<file path="config.mk">
export PLATFORM = sky130hd
export DESIGN_NAME = useq_sequencer
export DESIGN_NICKNAME = d
export VERILOG_FILES = /design/src/rtl/useq_pkg.sv /design/src/rtl/useq_cond_sel.sv /design/src/rtl/useq_map.sv /design/src/rtl/useq_incr.sv /design/src/rtl/useq_sequencer.sv
export SDC_FILE = /design/constraint.sdc
export NUM_CORES = 1
export LEC_CHECK = 0
export BUFFER_PORTS_ARGS = -buffer_cell sky130_fd_sc_hd__buf_4
export CAP_MARGIN = 30
export CORE_UTILIZATION = 50
export CTS_CLUSTER_DIAMETER = 40
export DETAILED_ROUTE_END_ITERATION = 12
export PLACE_DENSITY = 0.79
export SLEW_MARGIN = 5
export SYNTH_ARGS = -nofsm -noshare
export SYNTH_HDL_FRONTEND = slang
export SYNTH_SLANG_ARGS = --single-unit
</file>
<file path="constraint.sdc">
create_clock -name clk -period 4 [get_ports clk]
set_clock_uncertainty 0.2 [all_clocks]
set_input_delay 0.8 -clock clk [delete_from_list [all_inputs] [get_ports clk]]
set_output_delay 0.8 -clock clk [all_outputs]
set_load 0.05 [all_outputs]
</file>
<file path="src/rtl/useq_pkg.sv">
package useq_pkg;

    typedef enum logic [1:0] {
        CS_ALWAYS = 2'b00,
        CS_INDIR  = 2'b01,
        CS_NEG    = 2'b10,
        CS_ZERO   = 2'b11
    } cond_sel_e;

    typedef enum logic [1:0] {
        BK_JUMP = 2'b00,
        BK_CALL = 2'b01,
        BK_RET  = 2'b10,
        BK_MAP  = 2'b11
    } brk_kind_e;

endpackage

</file>
<file path="src/rtl/useq_cond_sel.sv">
module useq_cond_sel
    import useq_pkg::*;
(
    input  cond_sel_e sel,
    input  logic      ind_bit,
    input  logic      ac_sign,
    input  logic      ac_zero,
    output logic      cond_true
);
    // status flags indexed by the select code
    logic [3:0] flag_vec;

    always_comb begin
        flag_vec = {ac_zero, ac_sign, ind_bit, 1'b1};
        cond_true = flag_vec[sel];
    end

    always_comb begin
        if (sel == CS_ALWAYS)
            assert_always_true_R2: assert (cond_true === 1'b1 || $isunknown(sel));
    end
endmodule

</file>
<file path="src/rtl/useq_map.sv">
module useq_map #(
    parameter int ADDR_W    = 7,
    parameter int OPC_W     = 4,
    parameter int LOW_ZEROS = 2
) (
    input  logic [OPC_W-1:0]  opcode,
    output logic [ADDR_W-1:0] map_addr
);
    localparam int HI_ZEROS = ADDR_W - OPC_W - LOW_ZEROS;

    logic [OPC_W+LOW_ZEROS-1:0] low_part;

    generate
        if (LOW_ZEROS > 0) begin : g_low
            assign low_part = {opcode, {LOW_ZEROS{1'b0}}};
        end else begin : g_nolow
            assign low_part = opcode;
        end
        if (HI_ZEROS > 0) begin : g_hi
            assign map_addr = {{HI_ZEROS{1'b0}}, low_part};
        end else begin : g_nohi
            assign map_addr = low_part;
        end
    endgenerate
endmodule

</file>
<file path="src/rtl/useq_incr.sv">
module useq_incr #(
    parameter int ADDR_W = 7
) (
    input  logic [ADDR_W-1:0] cur,
    output logic [ADDR_W-1:0] nxt
);
    localparam logic [ADDR_W-1:0] ONE = ADDR_W'(1);

    // wraps modulo 2**ADDR_W
    assign nxt = cur + ONE;
endmodule

</file>
<file path="src/rtl/useq_sequencer.sv">
module useq_sequencer
    import useq_pkg::*;
#(
    parameter int ADDR_W     = 7,
    parameter int OPC_W      = 4,
    parameter int MAP_LOW    = 2,
    parameter int RESET_ADDR = 64
) (
    input  logic              clk,
    input  logic              rst,
    input  logic [1:0]        cond_sel,
    input  logic [1:0]        brk_sel,
    input  logic [ADDR_W-1:0] addr_fld,
    input  logic [OPC_W-1:0]  opcode,
    input  logic              ind_bit,
    input  logic              ac_sign,
    input  logic              ac_zero,
    output logic [ADDR_W-1:0] car_o
);
    localparam logic [ADDR_W-1:0] RST_CAR = ADDR_W'(RESET_ADDR);
    localparam int                OPC_LO  = MAP_LOW;
    localparam int                OPC_HI  = MAP_LOW + OPC_W - 1;

    typedef struct packed {
        logic [ADDR_W-1:0] car;
        logic [ADDR_W-1:0] ret;
    } seq_state_t;

    seq_state_t st_d, st_q;

    cond_sel_e         sel_e;
    brk_kind_e         brk_e;
    logic              taken;
    logic [ADDR_W-1:0] seq_addr;
    logic [ADDR_W-1:0] map_addr;

    assign sel_e = cond_sel_e'(cond_sel);
    assign brk_e = brk_kind_e'(brk_sel);

    useq_cond_sel u_cond (
        .sel       (sel_e),
        .ind_bit   (ind_bit),
        .ac_sign   (ac_sign),
        .ac_zero   (ac_zero),
        .cond_true (taken)
    );

    useq_incr #(.ADDR_W(ADDR_W)) u_incr (
        .cur (st_q.car),
        .nxt (seq_addr)
    );

    useq_map #(.ADDR_W(ADDR_W), .OPC_W(OPC_W), .LOW_ZEROS(MAP_LOW)) u_map (
        .opcode   (opcode),
        .map_addr (map_addr)
    );

    always_comb begin
        st_d = st_q;
        unique case (brk_e)
            BK_JUMP: st_d.car = taken ? addr_fld : seq_addr;
            BK_CALL: begin
                st_d.car = taken ? addr_fld : seq_addr;
                if (taken) st_d.ret = seq_addr;
            end
            BK_RET:  st_d.car = st_q.ret;
            BK_MAP:  st_d.car = map_addr;
            default: st_d.car = seq_addr;
        endcase
        if (rst) begin
            st_d.car = RST_CAR;
            st_d.ret = '0;
        end
    end

    always_ff @(posedge clk) begin
        st_q <= st_d;
    end

    assign car_o = st_q.car;

    assert_reset_state_R1: assert property (@(posedge clk)
        rst |=> (st_q.car == RST_CAR && st_q.ret == '0));

    assert_seq_step_R3: assert property (@(posedge clk) disable iff (rst)
        (brk_e == BK_JUMP && !taken) |=> st_q.car == ADDR_W'($past(st_q.car) + 1'b1));

    assert_call_link_R4: assert property (@(posedge clk) disable iff (rst)
        (brk_e == BK_CALL && taken) |=>
            (st_q.ret == ADDR_W'($past(st_q.car) + 1'b1) && st_q.car == $past(addr_fld)));

    assert_ret_hold_R4: assert property (@(posedge clk) disable iff (rst)
        !(brk_e == BK_CALL && taken) |=> $stable(st_q.ret));

    assert_return_R5: assert property (@(posedge clk) disable iff (rst)
        (brk_e == BK_RET) |=> st_q.car == $past(st_q.ret));

    assert_map_form_R6: assert property (@(posedge clk) disable iff (rst)
        (brk_e == BK_MAP) |=>
            (st_q.car[OPC_HI:OPC_LO] == $past(opcode) && st_q.car[ADDR_W-1] == 1'b0
             && st_q.car[1:0] == 2'b00));
endmodule

</file>
==> reports/summary.md <==
• **number of design rule violations left after detail routing** 0
• **fraction of final layout cells sized beyond drive strength 1** 0.358
• **worst ir drop on vdd** 0.221 mV
• **placer congestion estimate** 0.707
• **post-layout minimum cycle time** 2.41 ns
• **Core Rows** 14
• **clock slew at the register clock pins of the worst setup and hold paths** 0.09 ns
• **pin count of the biggest net entering global routing** 19
• **Area Overhead vs Synth** 20.2%
• **Critical Path Sink** car_o[1]$_SDFF_PP0_
• **P_leak** 0.406 nW
• **number of antenna violations at the first check in global routing** 0
• **final HPWL from detailed placement** 1.25 mm
• **Post-synth EDFFs** 0
• **clock insertion delay at the later pin of the skew report** 0.28 ns
• **total power draw** 0.351 mW
• **setup repair after global routing missed its margin** false
• **antenna diode instance count** 0
• **Detailed Route Iter0 Violations** 13
• **CP delay by family, top** compound AO/OA/AOI/OAI gates
• **Slowest Stage Delay on Critical Path** 0.80 ns
• **category of the worst setup path capture point** flop
• **count of hold-fix buffers inserted at cts** 0
• **flip-flop cell with the highest count after synthesis** sky130_fd_sc_hd__dfxtp_1
• **xor and xnor area share after synthesis** 0.0532
• **wire length of the first global-routing pass** 2.93 mm
• **data required time at the worst endpoint** 3.96 ns
• **die area** 0.00181 mm²
• **cell area after technology mapping** 823 µm²
• **synthesized netlist cell count** 89
• **number of flip-flops and latches in the synthesized netlist** 14
• **Crit Path Category** primary input to flop
• **Boundary Pins** 27
• **setup tns final** 0 ns
• **buffers plus inverters on the worst setup path** 1
• **Seq/Total Area, Yosys** 0.340
• **IO Port Bufs** 26
• **number of warning messages in the yosys log** 0
• **reg-to-reg startpoint** car_o[0]$_SDFF_PP0_
• **final setup slack of the worst path** 1.59 ns
• **largest fanout on the critical path** 14
• **Final Max Slew Viols** 0
• **period utilization** 0.603
• **register-to-register path setup slack** 2.41 ns
• **WP data arrival** 2.37 ns
• **largest family of logic cells by synthesized area** compound AO/OA/AOI/OAI gates
• **number of gates resized after CTS** 0
• **total iterations of the first detailed-routing run** 4
• **final setup violation count** 0
• **final non-filler cell area** 990 µm²
• **routed wire length per instance** 14.7 µm
• **cell depth of the worst setup path** 5
• **synthesized net count** 110
• **endpoint of the most critical register-to-register path** car_o[2]$_SDFF_PP0_
• **# nets final** 128
• **total CTS buffers** 3
• **class of the tightest hold or removal check** flop to flop
• **cell area after placement** 953 µm²
• **per-instance average area after synthesis** 9.25 µm²
• **number of filler cells placed in the layout** 142
• **vias post-DR** 711
• **worst setup path startpoint** cond_sel[0]
• **achievable frequency** 415 MHz
• **clock root cell** sky130_fd_sc_hd__clkbuf_4
• **multiplexer share of the synthesized area** 0.0729
• **Relative slew margins** 0.350
• **Final Core Density** 0.649
• **basic-gate share of the synthesized area counting and, or, nand and nor cells** 0.158
• **run status** complete, no violations
• **distinct cell type count of the synthesized netlist** 33
• **setup slack after placement** 1.39 ns
• **Critical-path top delay cell** sky130_fd_sc_hd__a21oi_1
• **arithmetic-cell share of the synthesized area counting full adders, half adders and majority gates** 0.0152
• **post-detailed-route count of antenna-violating nets** 0
• **series of cell instances along the critical path** buf_4 -> mux2i_1 -> a21oi_1 -> nor3_1 -> a2111oi_0
• **endpoints failing hold** 0
• **post-DR vias/cell** 5.83
• **aggregate global routing overflow** 0
• **via count of the first global-routing pass** 685
• **height of the chip** 42.6 µm
• **total number of H-tree levels** 1
• **gr usage total** 0.227
• **x dimension of the die** 42.6 µm
• **CTS tree** yes
• **Post-CTS Setup Repair Bufs** 0
• **initial standard-cell utilization of the core** 0.540
• **maxcap violations** 0
• **Core ar.** 0.00152 mm²
• **number of cells traversed by the worst register-to-register path** 4
• **total wirelength of the detailed-routed design** 1.79 mm
• **element type at the critical path start** primary input
• **number of clock sinks** 14
• **number of buffers between clock root and the deepest sink** 2
• **Tightest Pin Transition** 0.974 ns
• **asr flop ratio synth** 0
• **share of the synthesized area in compound gates (AO/OA/AOI/OAI)** 0.243
• **power density of the placed cells** 354 mW/mm²
-- where the power goes --
group	total, mW	internal [mW]	switching [mW]
Sequential	0.158	0.149	0.00841
Combinational	0.0893	0.0366	0.0526
Clock	0.104	0.0555	0.0482
-- cells by family (layout without fill, tap and decap cells) --
| group | after synthesis | count (layout) |
|---|---|---|
| simple gates | 25 | 25 |
| compound gates | 22 | 22 |
| buf+inv | 16 | 33 |
| flops | 14 | 14 |
| mux | 6 | 6 |
| xor+xnor | 5 | 5 |
| fa+ha+maj | 1 | 1 |
-- per-stage QoR --
stage / hold slack, ns / cells
finish: 0.308 / 122
CTS: 0.308 / 122
global route: 0.334 / 122
detailed placement: 0.293 / 118
floorplan: 0.261 / 89
global placement: 0.281 / 118
-- area by class of cell --
class                   count  area [µm²]  area share
inverters                   3        11.3      0.0114
clock buffers               4        36.3      0.0367
repair buffers             26         195       0.197
well taps                  16        20.0      0.0202
flip-flops and latches     14         280       0.283
multi-input cells          59         447       0.451
-- worst min-delay path, stage by stage (launching register included) --
cell                       delay, ns
sky130_fd_sc_hd__dfxtp_1        0.32
sky130_fd_sc_hd__nor2_1         0.10
sky130_fd_sc_hd__a211oi_1       0.05
-- synth_stat cells (2+ instances only) --
master / n / share of area
sky130_fd_sc_hd__xor2_1: 4 / 0.043
sky130_fd_sc_hd__buf_2: 2 / 0.012
sky130_fd_sc_hd__inv_1: 3 / 0.014
sky130_fd_sc_hd__mux2i_1: 6 / 0.073
sky130_fd_sc_hd__a211oi_2: 4 / 0.061
sky130_fd_sc_hd__clkbuf_1: 3 / 0.014
sky130_fd_sc_hd__a21oi_1: 5 / 0.030
sky130_fd_sc_hd__buf_4: 7 / 0.064
sky130_fd_sc_hd__o41ai_1: 3 / 0.032
sky130_fd_sc_hd__dfxtp_1: 14 / 0.34
sky130_fd_sc_hd__a211oi_1: 2 / 0.018
sky130_fd_sc_hd__nor3b_1: 2 / 0.018
sky130_fd_sc_hd__nand3_1: 4 / 0.024
sky130_fd_sc_hd__nor2_1: 11 / 0.050
-- flip-flops by register name (all words and copies together) (netlist names) --
name	flops
car_o	7
st_q	7
-- per-layer routing --
layer	global-route usage	share of wire	up-vias
li1	-	-	354
met1	0.249	0.42	322
met2	0.363	0.49	29
met3	0.0862	0.060	6
met4	0.150	0.026	0
met5	0	0	-
-- layout by cell type (no fill, tap or decap), types with 2 or more instances in the layout --
master / synthesis / layout
sky130_fd_sc_hd__inv_1: 3 / 3
sky130_fd_sc_hd__nand3_1: 4 / 4
sky130_fd_sc_hd__nor2_1: 11 / 11
sky130_fd_sc_hd__a211oi_2: 4 / 4
sky130_fd_sc_hd__a211oi_1: 2 / 2
sky130_fd_sc_hd__buf_4: 7 / 26
sky130_fd_sc_hd__dfxtp_1: 14 / 14
sky130_fd_sc_hd__o41ai_1: 3 / 3
sky130_fd_sc_hd__clkbuf_4: 0 / 3
sky130_fd_sc_hd__xor2_1: 4 / 4
sky130_fd_sc_hd__nor3b_1: 2 / 2
sky130_fd_sc_hd__mux2i_1: 6 / 6
sky130_fd_sc_hd__a21oi_1: 5 / 5
-- worst min path at each step --
stage | start | end | cells after the start
global route | st_q[2]$_SDFFE_PP0P_ | st_q[2]$_SDFFE_PP0P_ | 2
finish | st_q[2]$_SDFFE_PP0P_ | st_q[2]$_SDFFE_PP0P_ | 2
global placement | st_q[1]$_SDFFE_PP0P_ | st_q[1]$_SDFFE_PP0P_ | 2
detailed placement | st_q[1]$_SDFFE_PP0P_ | st_q[1]$_SDFFE_PP0P_ | 2
CTS | st_q[2]$_SDFFE_PP0P_ | st_q[2]$_SDFFE_PP0P_ | 2
floorplan | st_q[1]$_SDFFE_PP0P_ | st_q[1]$_SDFFE_PP0P_ | 2
No activity file was read; power rests on OpenSTA's default activity.
